==> config.mk <==
export PLATFORM = sky130hd
export DESIGN_NAME = intreq_cond
export DESIGN_NICKNAME = d
export VERILOG_FILES = /design/src/rtl/intreq_pkg.sv /design/src/rtl/intreq_sync.sv /design/src/rtl/intreq_edge.sv /design/src/rtl/intreq_cfg.sv /design/src/rtl/intreq_mask.sv /design/src/rtl/intreq_cond.sv
export SDC_FILE = /design/constraint.sdc
export NUM_CORES = 1
export LEC_CHECK = 0
export CAP_MARGIN = 25
export CORE_MARGIN = 1
export CORE_UTILIZATION = 50
export DETAILED_ROUTE_END_ITERATION = 10
export GPL_TIMING_DRIVEN = 0
export MAX_ROUTING_LAYER = met4
export PLACE_DENSITY = 0.75
export REMOVE_ABC_BUFFERS = 1
export SETUP_SLACK_MARGIN = 0.15
export SLEW_MARGIN = 20
export SYNTH_ARGS = -nofsm -noshare
export SYNTH_HDL_FRONTEND = slang
export SYNTH_SLANG_ARGS = --single-unit
export TNS_END_PERCENT = 50
==> constraint.sdc <==
create_clock -name clk -period 1.6 [get_ports clk]
set_clock_uncertainty 0.15 [all_clocks]
set_input_delay 0.32 -clock clk [delete_from_list [all_inputs] [get_ports clk]]
set_output_delay 0.32 -clock clk [all_outputs]
set_load 0.005 [all_outputs]
==> src/rtl/intreq_pkg.sv <==
package intreq_pkg;

    // register select on the write port
    typedef enum logic [1:0] {
        SEL_MODE  = 2'd0,
        SEL_EDGE  = 2'd1,
        SEL_ENA   = 2'd2,
        SEL_CLEAR = 2'd3
    } reg_sel_e;

    // core strobes that steer the interrupt mask
    typedef struct packed {
        logic set;
        logic clr;
        logic load;
        logic load_val;
        logic bnd;
    } mask_cmd_t;

    localparam int SRC_XIRQ = 0;
    localparam int SRC_IRQ  = 1;
    localparam int SRC_AUX0 = 2;

    function automatic int src_strobe(input int naux);
        return SRC_AUX0 + naux;
    endfunction

    function automatic int clr_bit_aux(input int idx);
        return 1 + idx;
    endfunction

    function automatic int clr_bit_strobe(input int naux);
        return 1 + naux;
    endfunction

endpackage

==> src/rtl/intreq_sync.sv <==
module intreq_sync #(
    parameter int             W       = 1,
    parameter logic [W-1:0]   RST_VAL = '1
) (
    input  logic         clk,
    input  logic         rst,
    input  logic [W-1:0] d,
    output logic [W-1:0] q
);
    logic [W-1:0] stage1;

    always_ff @(posedge clk) begin
        if (rst) begin
            stage1 <= RST_VAL;
            q      <= RST_VAL;
        end else begin
            stage1 <= d;
            q      <= stage1;
        end
    end
endmodule

==> src/rtl/intreq_edge.sv <==
module intreq_edge (
    input  logic clk,
    input  logic rst,
    input  logic s,
    input  logic fall_sel,
    input  logic arm,
    input  logic clr,
    output logic pend
);
    logic prev;
    logic hit;

    always_comb begin
        if (fall_sel) hit = prev & ~s;
        else          hit = ~prev & s;
    end

    always_ff @(posedge clk) begin
        if (rst) begin
            prev <= 1'b1;
            pend <= 1'b0;
        end else begin
            prev <= s;
            if (arm && hit) pend <= 1'b1;
            else if (clr)   pend <= 1'b0;
        end
    end


    disarmed_chk: assert property (@(posedge clk) disable iff (rst)
        !arm |=> !$rose(pend));


    clear_chk: assert property (@(posedge clk) disable iff (rst)
        clr && !arm |=> !pend);
endmodule

==> src/rtl/intreq_cfg.sv <==
module intreq_cfg #(
    parameter int WIN = 64
) (
    input  logic clk,
    input  logic rst,
    input  logic wr,
    input  logic wval,
    output logic edge_mode
);
    localparam int CW = $clog2(WIN + 1);

    logic [CW-1:0] age;
    logic          open_win;

    assign open_win = (age < CW'(WIN));

    always_ff @(posedge clk) begin
        if (rst)           age <= '0;
        else if (open_win) age <= age + CW'(1);
    end

    always_ff @(posedge clk) begin
        if (rst)                  edge_mode <= 1'b0;
        else if (wr && open_win)  edge_mode <= wval;
    end


    mode_lock_chk: assert property (@(posedge clk) disable iff (rst)
        !open_win && wr |=> $stable(edge_mode));
endmodule

==> src/rtl/intreq_mask.sv <==
module intreq_mask
    import intreq_pkg::*;
(
    input  logic      clk,
    input  logic      rst,
    input  mask_cmd_t cmd,
    output logic      mask_eff
);
    logic mask_q;
    logic hold_q;

    always_ff @(posedge clk) begin
        if (rst) begin
            mask_q <= 1'b1;
            hold_q <= 1'b0;
        end else if (cmd.load) begin
            mask_q <= cmd.load_val;
            hold_q <= 1'b0;
        end else if (cmd.set) begin
            mask_q <= 1'b1;
            hold_q <= 1'b0;
        end else if (cmd.clr) begin
            mask_q <= 1'b0;
            hold_q <= 1'b1;
        end else if (cmd.bnd) begin
            hold_q <= 1'b0;
        end
    end

    assign mask_eff = mask_q | hold_q;


    set_takes_chk: assert property (@(posedge clk) disable iff (rst)
        cmd.set && !cmd.load |=> mask_eff);


    unmask_delay_chk: assert property (@(posedge clk) disable iff (rst)
        cmd.clr && !cmd.load && !cmd.set |=> mask_eff);


    unmask_release_chk: assert property (@(posedge clk) disable iff (rst)
        cmd.bnd && !cmd.load && !cmd.set && !cmd.clr && !mask_q |=> !mask_eff);


    restore_chk: assert property (@(posedge clk) disable iff (rst)
        cmd.load |=> mask_eff == $past(cmd.load_val));
endmodule

==> src/rtl/intreq_cond.sv <==
module intreq_cond
    import intreq_pkg::*;
#(
    parameter  int NAUX = 4,
    parameter  int WIN  = 64,
    localparam int NSRC = NAUX + 3,
    localparam int VW   = $clog2(NSRC),
    localparam int DW   = NAUX + 2
) (
    input  logic            clk,
    input  logic            rst,
    input  logic            irq_n,
    input  logic            xirq_n,
    input  logic [NAUX-1:0] aux_in,
    input  logic            strb_in,
    input  logic            single_chip,
    input  logic            wr_en,
    input  logic [1:0]      wr_addr,
    input  logic [DW-1:0]   wr_data,
    input  logic            mask_set,
    input  logic            mask_clr,
    input  logic            ccr_load,
    input  logic            ccr_mask,
    input  logic            insn_bnd,
    input  logic            ack,
    input  logic [VW-1:0]   ack_vec,
    output logic            int_req,
    output logic [VW-1:0]   vec_id,
    output logic            mask_eff
);
    localparam int NPIN = NAUX + 3;
    localparam int STRB = src_strobe(NAUX);

    // synchronized pins: {strobe, aux, irq, xirq}
    logic [NPIN-1:0] pin_raw;
    logic [NPIN-1:0] pin_s;
    logic            xirq_s;
    logic            irq_s;
    logic [NAUX-1:0] aux_s;
    logic            strb_s;

    assign pin_raw = {strb_in, aux_in, irq_n, xirq_n};

    intreq_sync #(.W(NPIN), .RST_VAL({NPIN{1'b1}})) u_sync (
        .clk (clk),
        .rst (rst),
        .d   (pin_raw),
        .q   (pin_s)
    );

    assign xirq_s = pin_s[0];
    assign irq_s  = pin_s[1];
    assign aux_s  = pin_s[NAUX+1:2];
    assign strb_s = pin_s[NPIN-1];

    // write decode
    reg_sel_e        sel;
    logic [DW-1:0]   clr_w;
    logic [NAUX-1:0] edge_sel;
    logic [NAUX-1:0] aux_ena;

    assign sel   = reg_sel_e'(wr_addr);
    assign clr_w = (wr_en && sel == SEL_CLEAR) ? wr_data : '0;

    always_ff @(posedge clk) begin
        if (rst) begin
            edge_sel <= '0;
            aux_ena  <= '0;
        end else if (wr_en) begin
            if (sel == SEL_EDGE) edge_sel <= wr_data[NAUX-1:0];
            if (sel == SEL_ENA)  aux_ena  <= wr_data[NAUX-1:0];
        end
    end

    // acknowledge decode
    logic [NSRC-1:0] ack_hit;

    always_comb begin
        for (int k = 0; k < NSRC; k++) begin
            ack_hit[k] = ack && (ack_vec == VW'(k));
        end
    end

    // IRQ mode bit with its write window
    logic edge_mode;

    intreq_cfg #(.WIN(WIN)) u_cfg (
        .clk       (clk),
        .rst       (rst),
        .wr        (wr_en && sel == SEL_MODE),
        .wval      (wr_data[0]),
        .edge_mode (edge_mode)
    );

    // mask tracking
    mask_cmd_t mcmd;

    assign mcmd = '{set: mask_set, clr: mask_clr, load: ccr_load,
                    load_val: ccr_mask, bnd: insn_bnd};

    intreq_mask u_mask (
        .clk      (clk),
        .rst      (rst),
        .cmd      (mcmd),
        .mask_eff (mask_eff)
    );

    // pending flags
    logic            irq_pend;
    logic [NAUX-1:0] aux_pend;
    logic            strb_pend;

    intreq_edge u_irq_edge (
        .clk      (clk),
        .rst      (rst),
        .s        (irq_s),
        .fall_sel (1'b1),
        .arm      (edge_mode),
        .clr      (clr_w[0] | ack_hit[SRC_IRQ] | ~edge_mode),
        .pend     (irq_pend)
    );

    for (genvar i = 0; i < NAUX; i++) begin : g_aux
        intreq_edge u_aux_edge (
            .clk      (clk),
            .rst      (rst),
            .s        (aux_s[i]),
            .fall_sel (edge_sel[i]),
            .arm      (1'b1),
            .clr      (clr_w[clr_bit_aux(i)] | ack_hit[SRC_AUX0+i]),
            .pend     (aux_pend[i])
        );
    end

    intreq_edge u_strb_edge (
        .clk      (clk),
        .rst      (rst),
        .s        (strb_s),
        .fall_sel (1'b1),
        .arm      (single_chip),
        .clr      (clr_w[clr_bit_strobe(NAUX)] | ack_hit[STRB] | ~single_chip),
        .pend     (strb_pend)
    );

    // source requests and fixed priority
    logic [NSRC-1:0] src_req;
    logic            irq_raw;

    assign irq_raw = edge_mode ? irq_pend : ~irq_s;

    always_comb begin
        src_req                        = '0;
        src_req[SRC_XIRQ]              = ~xirq_s;
        src_req[SRC_IRQ]               = irq_raw & ~mask_eff;
        src_req[SRC_AUX0 +: NAUX]      = aux_pend & aux_ena & {NAUX{~mask_eff}};
        src_req[STRB]                  = strb_pend & single_chip & ~mask_eff;
    end

    always_comb begin
        vec_id = '0;
        for (int k = NSRC - 1; k >= 0; k--) begin
            if (src_req[k]) vec_id = VW'(k);
        end
    end

    assign int_req = |src_req;


    xirq_pass_chk: assert property (@(posedge clk) disable iff (rst)
        !xirq_s |-> int_req && vec_id == '0);


    masked_only_xirq_chk: assert property (@(posedge clk) disable iff (rst)
        mask_eff && int_req |-> vec_id == '0);


    strobe_gate_chk: assert property (@(posedge clk) disable iff (rst)
        !single_chip |-> !(int_req && vec_id == VW'(STRB)));


    irq_over_aux_chk: assert property (@(posedge clk) disable iff (rst)
        xirq_s && irq_raw && !mask_eff |-> vec_id == VW'(SRC_IRQ));
endmodule

==> results of run 1 <==
==> placed cells by master, fill, tap and decap left out, drive strengths merged <==
master,netlist,final
nand2b,2,2
dlygate4sd2,0,1
or2,20,20
a32oi,2,2
ha,1,1
nand4b,1,1
xor2,2,2
nor2,17,17
nor3b,1,1
and4b,2,2
a22oi,2,2
and3b,1,1
nand3,1,1
nand4bb,1,1
mux2i,10,10
or3b,4,4
nand2,8,8
and3,2,2
inv,5,5
a31oi,6,6
nor3,1,1
nor4b,1,1
mux2,1,1
dfxtp,44,44
buf,4,15
nand4,7,7
a22o,1,1
clkdlybuf4s50,0,23
nor2b,3,3
nor4,1,1
nand3b,6,6
o21bai,1,1
a21oi,3,3
xnor2,2,2
o311ai,4,4
o2bb2ai,1,1
dlymetal6s2s,0,2
a211oi,2,2
clkbuf,5,8
==> sequential cells by signal (all words and copies together) (netlist names) <==
register	flops
u_cfg.age	7
edge_sel	4
u_mask.mask_q	1
u_irq_edge.pend	1
u_sync.q	7
u_cfg.edge_mode	1
u_strb_edge.prev	1
aux_ena	4
u_irq_edge.prev	1
u_mask.hold_q	1
u_strb_edge.pend	1
g_aux.u_aux_edge.pend	4
g_aux.u_aux_edge.prev	4
u_sync.stage1	7
==> report_power, final <==
group	switching [uW]	internal, uW	total [uW]
sequential	25.4	1140	1160
clock	326	217	544
combinational	86.5	122	208
total	438	1480	1910
==> layout make-up <==
| cell class | instances | area (um^2) |
|---|---|---|
| clock buffer | 8 | 58.8 |
| fill | 291 | 1100 |
| inverter | 5 | 18.8 |
| multi-input combinational | 117 | 838 |
| sequential | 44 | 896 |
| tap | 46 | 57.6 |
| timing repair buffer | 41 | 365 |
==> routing by layer <==
metal	vias to the layer above	track usage	wire, um
li1	690	-	-
met1	636	0.209	1440
met2	31	0.394	1840
met3	10	0.0554	152
met4	0	0.0877	80
met5	-	-	0
==> critical path, cell delays in order (launching register included) <==
cell and delay [ns]:
dfxtp_2 0.35, a22oi_2 0.22, buf_4 0.15, a31oi_1 0.07
a211oi_1 0.20, buf_2 0.16
==> how the worst min path moves through the flow <==
stage | start | end | slack, ns | depth (start not counted)
CTS | u_sync.stage1[2] | u_sync.q[2] | 0.27 | 1
global placement | u_sync.stage1[5] | u_sync.q[5] | 0.24 | 1
global route | u_sync.stage1[3] | u_sync.q[3] | 0.29 | 1
detailed placement | u_sync.stage1[2] | u_sync.q[2] | 0.24 | 1
floorplan | rst | g_aux[0].u_aux_edge.pend | 0.24 | 1
finish | u_sync.stage1[3] | u_sync.q[3] | 0.26 | 1
==> cell families after synthesis <==
logic type / after synthesis / share of synthesized area
AO/OA/AOI/OAI: 22 / 0.0922
buffers and inverters: 14 / 0.0382
XOR/XNOR: 4 / 0.0202
adder cells (fa/ha/maj): 1 / 0.00720
multiplexers: 11 / 0.0662
AND/OR/NAND/NOR: 79 / 0.269
flip-flops: 44 / 0.507
==> repair_timing <==
action                     in CTS  in global routing
buffers inserted                9                  0
setup endpoints to repair      14                 16
gates cloned                    0                  0
pin swaps                      10                  2
resized for setup              39                  6
==> through the flow <==
stage,TNS (ns),total power (uW),setup WS (ns),cell area (um^2),util
after floorplan,0,1260,0.246,1690,-
after global placement,-28.79,1370,-0.790,2070,0.620
after detailed placement,-4.79,1380,-0.625,2060,0.618
after CTS,-0.918,1930,-0.312,2220,0.665
after global routing,-1.32,2000,-0.487,2230,0.670
final,-0.957,1910,-0.360,2230,0.670
==> key figures, run 1 <==
Clocking
  – Clk pin slew, worst setup/hold paths: 0.12 ns
  – CTS buffer count: 5
  – CTS Hold Bufs: 0
  – Worst-skew pair later-pin latency: 0.34 ns
  – TritonCTS clock tree: built
  – Root Buffer: clkbuf_4
  – Clock buffer depth: 2
  – H-tree depth: 2
  – Num Clock Sinks: 44

Setup path
  – Critical Path Start Type: flip-flop
  – R2r startpoint: u_cfg.age[6]
  – Internal reg-to-reg setup slack: 0.24 ns
  – Crit. Startpoint: g_aux[3].u_aux_edge.pend
  – WP data required: 1.13 ns
  – Setup crit end kind: primary output
  – CP arrival: 1.49 ns
  – CP Capture Point: vec_id[1]
  – Worst R2R End: u_cfg.age[5]
  – Crit Path Class: reg -> out
  – R2R cell count: 3
  – CP max FO: 2

Synthesis
  – Cell area after synthesis: 0.00174 mm^2
  – #FFs+latches synth: 44
  – Post-synth top cells: dfxtp_1 (44), or2_2 (20), nor2_1 (17), mux2i_1 (10), nand2_1 (8)
  – Post-synthesis sequential area ratio: 0.507
  – Cell count after synthesis: 175
  – Top_reg_cell synth: dfxtp_1
  – Total number of yosys warnings: 0
  – Unique masters post-synth: 38
  – Synth top area share: 0.507
  – Largest cells by area after synthesis: dfxtp_1 (51%), or2_2 (7.2%), mux2i_1 (5.8%)
  – Area leader, netlist: dfxtp_1
  – Asr flop ratio synth: 0
  – Most common cell in the netlist: dfxtp_1
  – Mapped Avg Cell Area: 9.93 um^2
  – Post-synth EDFFs: 0

Global route
  – Global-route wire length before repair: 5.58 mm
  – GRT Util Overall: 0.213
  – Antenna violations before repair: 0
  – Largest net degree at the start of global routing: 46
  – GR Overflow Total: 0
  – Vias in the first global route: 1,358

Placement
  – Post-DP HPWL: 2.45 mm
  – Routability cong.: 0.753
  – # port buffers: 32
  – Cells after DPL: 244

Power
  – Peak VDD IR: 0.000610 V
  – Leak: 0.000929 uW
  – Power density over the cells: 857 mW/mm^2

Timing
  – Max frequency: 0.510 GHz
  – Setup Viol. Count Final: 4
  – Worst-margin pin slew: 0.672 ns
  – Max-slew violations: 0
  – Final Critical Period: 1.96 ns
  – Rel. slew slack: 0.552
  – Tcrit/Tclk final: 1.23
  – RSZ-0062 raised after global routing: true
  – Fin Hold WS: 0.264 ns
  – Final Hold Viols: 0
  – PnR worst setup slack: -0.360 ns

Drt
  – Post-DRT Antenna Nets: 0
  – Via count: 1,367
  – First-iteration detailed-routing DRC count: 29
  – Total wire length: 3.52 mm
  – WL per Instance: 13.5 um
  – DRC viols: 0
  – Drt pass-1 iters: 4
  – Vias/cell: 5.24

Final layout
  – N_diodes: 0
  – Finished Layout Cells: 261
  – Share of cells above drive strength 1: 0.298
  – Area Overhead vs Synth: 28.6%
  – Nets: 243

Floorplan
  – Die Y: 61.0 um
  – Die Area: 0.00372 mm^2
  – Die width: 61.0 um
  – Core area: 0.00334 mm^2
  – Initial core utilization: 0.521
  – Top Ports: 33
  – Row count: 21

Job
  – Max-cap viol count: 0

Run status
  – Failing checks: negative setup slack
  – Outcome: complete, but fails checks

Min path
  – HP Class: reg -> reg
Power figures use the tool's default switching activity.
==> inputs of run 2 (changes only) <==
--- a/config.mk
+++ b/config.mk
@@ -11,7 +11,7 @@
 export DETAILED_ROUTE_END_ITERATION = 10
 export GPL_TIMING_DRIVEN = 0
 export MAX_ROUTING_LAYER = met4
-export PLACE_DENSITY = 0.75
+export PLACE_DENSITY = 0.77
 export REMOVE_ABC_BUFFERS = 1
 export SETUP_SLACK_MARGIN = 0.15
 export SLEW_MARGIN = 20
==> constraint.sdc (replaced) <==
create_clock -name clk -period 1.9 [get_ports clk]
set_clock_uncertainty 0.15 [all_clocks]
set_input_delay 0.38 -clock clk [delete_from_list [all_inputs] [get_ports clk]]
set_output_delay 0.38 -clock clk [all_outputs]
set_load 0.005 [all_outputs]
==> run 2 against run 1 <==
Against the previous run: cell count fell by 1.9%; the flow still finishes with violations (negative setup slack); non-clock buffer count down 5; flip-flop and latch count unchanged; register-to-register slack better by 0.23 ns; sequential share of layout area is 0.98 points higher; setup slack gained 0.36 ns; final area shrank 2.5%; die area unchanged; critical path type unchanged.
==> key figures, run 2 (synthesis results as in run 1) <==
Run status
  – Outcome: complete, but fails checks
  – Failing checks: negative setup slack

Setup path
  – CP Capture Point: int_req
  – Slowest stage delay, CP: 0.35 ns
  – Crit Path Class: reg -> out
  – Cell Chain, Critical Path: a22oi_2, buf_4, and3_1, a22oi_1, buf_2
  – CP max FO: 2
  – Setup crit end kind: primary output
  – CP arrival: 1.37 ns
  – WP data required: 1.37 ns
  – Internal reg-to-reg setup slack: 0.47 ns
  – Crit path max-delay cell type: dfxtp_2
  – R2r startpoint: u_cfg.age[6]
  – R2R cell count: 3
  – Crit. Startpoint: g_aux[3].u_aux_edge.pend
  – Critical Path Start Type: flip-flop
  – Worst R2R End: u_cfg.age[5]

Drt
  – Total wire length: 3.41 mm
  – Post-DRT Antenna Nets: 0
  – Via count: 1,389
  – DRC viols: 0
  – Drt pass-1 iters: 4
  – First-iteration detailed-routing DRC count: 44
  – WL per Instance: 13.3 um
  – Vias/cell: 5.43

Final layout
  – Nets: 238
  – N_diodes: 0
  – Most common cell after layout, fill and taps aside: dfxtp_1
  – Commonest non-fill, non-tap cells in the layout: dfxtp_1 (35), clkdlybuf4s50_1 (25), or2_2 (20), nor2_1 (16), mux2i_1 (10)
  – Share of cells above drive strength 1: 0.271
  – Finished Layout Cells: 256
  – Area Overhead vs Synth: 25.3%
  – Fin util: 0.653
  – Biggest regs: u_cfg.age: 7 flops, u_sync.q: 7 flops, u_sync.stage1: 7 flops

Floorplan
  – Die Y: 61.0 um
  – Row count: 21
  – Die width: 61.0 um
  – Top Ports: 33
  – Core area: 0.00334 mm^2
  – Die Area: 0.00372 mm^2
  – Initial core utilization: 0.521

Timing
  – Fin Hold WS: 0.265 ns
  – Final Critical Period: 1.90 ns
  – Rel. slew slack: 0.555
  – Max-slew violations: 0
  – Setup Viol. Count Final: 1
  – Worst-margin pin slew: 0.668 ns
  – Final setup TNS: -0.00196 ns
  – Final Hold Viols: 0
  – RSZ-0062 raised after global routing: true
  – PnR worst setup slack: -0.00196 ns
  – Max frequency: 0.526 GHz
  – Tcrit/Tclk final: 1.00

Clocking
  – TritonCTS clock tree: built
  – H-tree depth: 2
  – CTS buffer count: 5
  – CTS Hold Bufs: 0
  – Worst-skew pair later-pin latency: 0.34 ns
  – Clock buffer depth: 2
  – Num Clock Sinks: 44
  – Clk pin slew, worst setup/hold paths: 0.13 ns
  – Root Buffer: clkbuf_4

Global route
  – Largest net degree at the start of global routing: 46
  – GR Overflow Total: 0
  – Global-route wire length before repair: 5.38 mm
  – Antenna violations before repair: 0
  – Vias in the first global route: 1,235
  – GRT Util Overall: 0.208

Placement
  – Routability cong.: 0.872
  – Cells after DPL: 244
  – Post-DP HPWL: 2.35 mm
  – # port buffers: 32

Job
  – Max-cap viol count: 0

Power
  – Total power: 1580 uW
  – Peak VDD IR: 0.000631 V
  – Power density over the cells: 726 mW/mm^2
  – Leak: 0.000887 uW

Min path
  – HP Class: reg -> reg
## run 2: changes by cell type in the layout (fill, tap and decap cells not counted), sizes merged
cell	before	now
clkdlybuf4s50	23	25
clkbuf	8	5
dlymetal6s2s	2	0
buf	15	9
clkinv	0	3
dlygate4sd2	1	2
## run 2: critical path, delay by kind of cell, from the launching register on
| family | cells | cell delay [ns] |
|---|---|---|
| compound gates | 2 | 0.25 |
| flops | 1 | 0.35 |
| buf+inv | 2 | 0.28 |
| simple gates | 1 | 0.14 |
## run 2: final cells by class
type,instances,area (um^2)
well taps,46,57.6
repair buffers,36,327
inverters,5,18.8
multi-input cells,117,825
clock inverters,3,18.8
clock buffers,5,37.5
flip-flops and latches,44,895
fillers,282,1160
## run 2: worst min path at each step
stage / cells after the start / to / slack, ns / startpoint
after floorplan: 1 / u_sync.q[0] / 0.24 / u_sync.stage1[0]
after global placement: 1 / u_sync.q[6] / 0.24 / u_sync.stage1[6]
after detailed placement: 1 / u_sync.q[1] / 0.25 / u_sync.stage1[1]
after CTS: 1 / u_sync.q[4] / 0.28 / u_sync.stage1[4]
after global routing: 1 / u_sync.q[4] / 0.27 / u_sync.stage1[4]
final: 1 / u_sync.q[4] / 0.27 / u_sync.stage1[4]
## run 2: metrics by stage
step | setup WS, ns | cell area, um^2
finish | -0.00196 | 2180
global route | -0.0780 | 2180
CTS | -0.00954 | 2180
detailed placement | -0.459 | 2060
global placement | -0.519 | 2070
floorplan | 0.486 | 1690
## run 2: power breakdown
part           switching [uW]  internal (uW)  total, uW
clock                     291            142        433
sequential               21.3            958        979
combinational            70.8           98.7        170
## run 2: what timing repair did
action                                  CTS  global route
setup buffers                             4             0
pin swaps                                10             0
resized for setup                        35             0
endpoints found under the setup margin    5             4
## run 2: layer usage
| metal | global-route usage | vias up | wire length (um) |
|---|---|---|---|
| met5 | - | - | 0 |
| met4 | 0.0877 | 0 | 78 |
| met3 | 0.0597 | 8 | 177 |
| met2 | 0.316 | 43 | 1550 |
| met1 | 0.258 | 652 | 1600 |
| li1 | - | 686 | - |
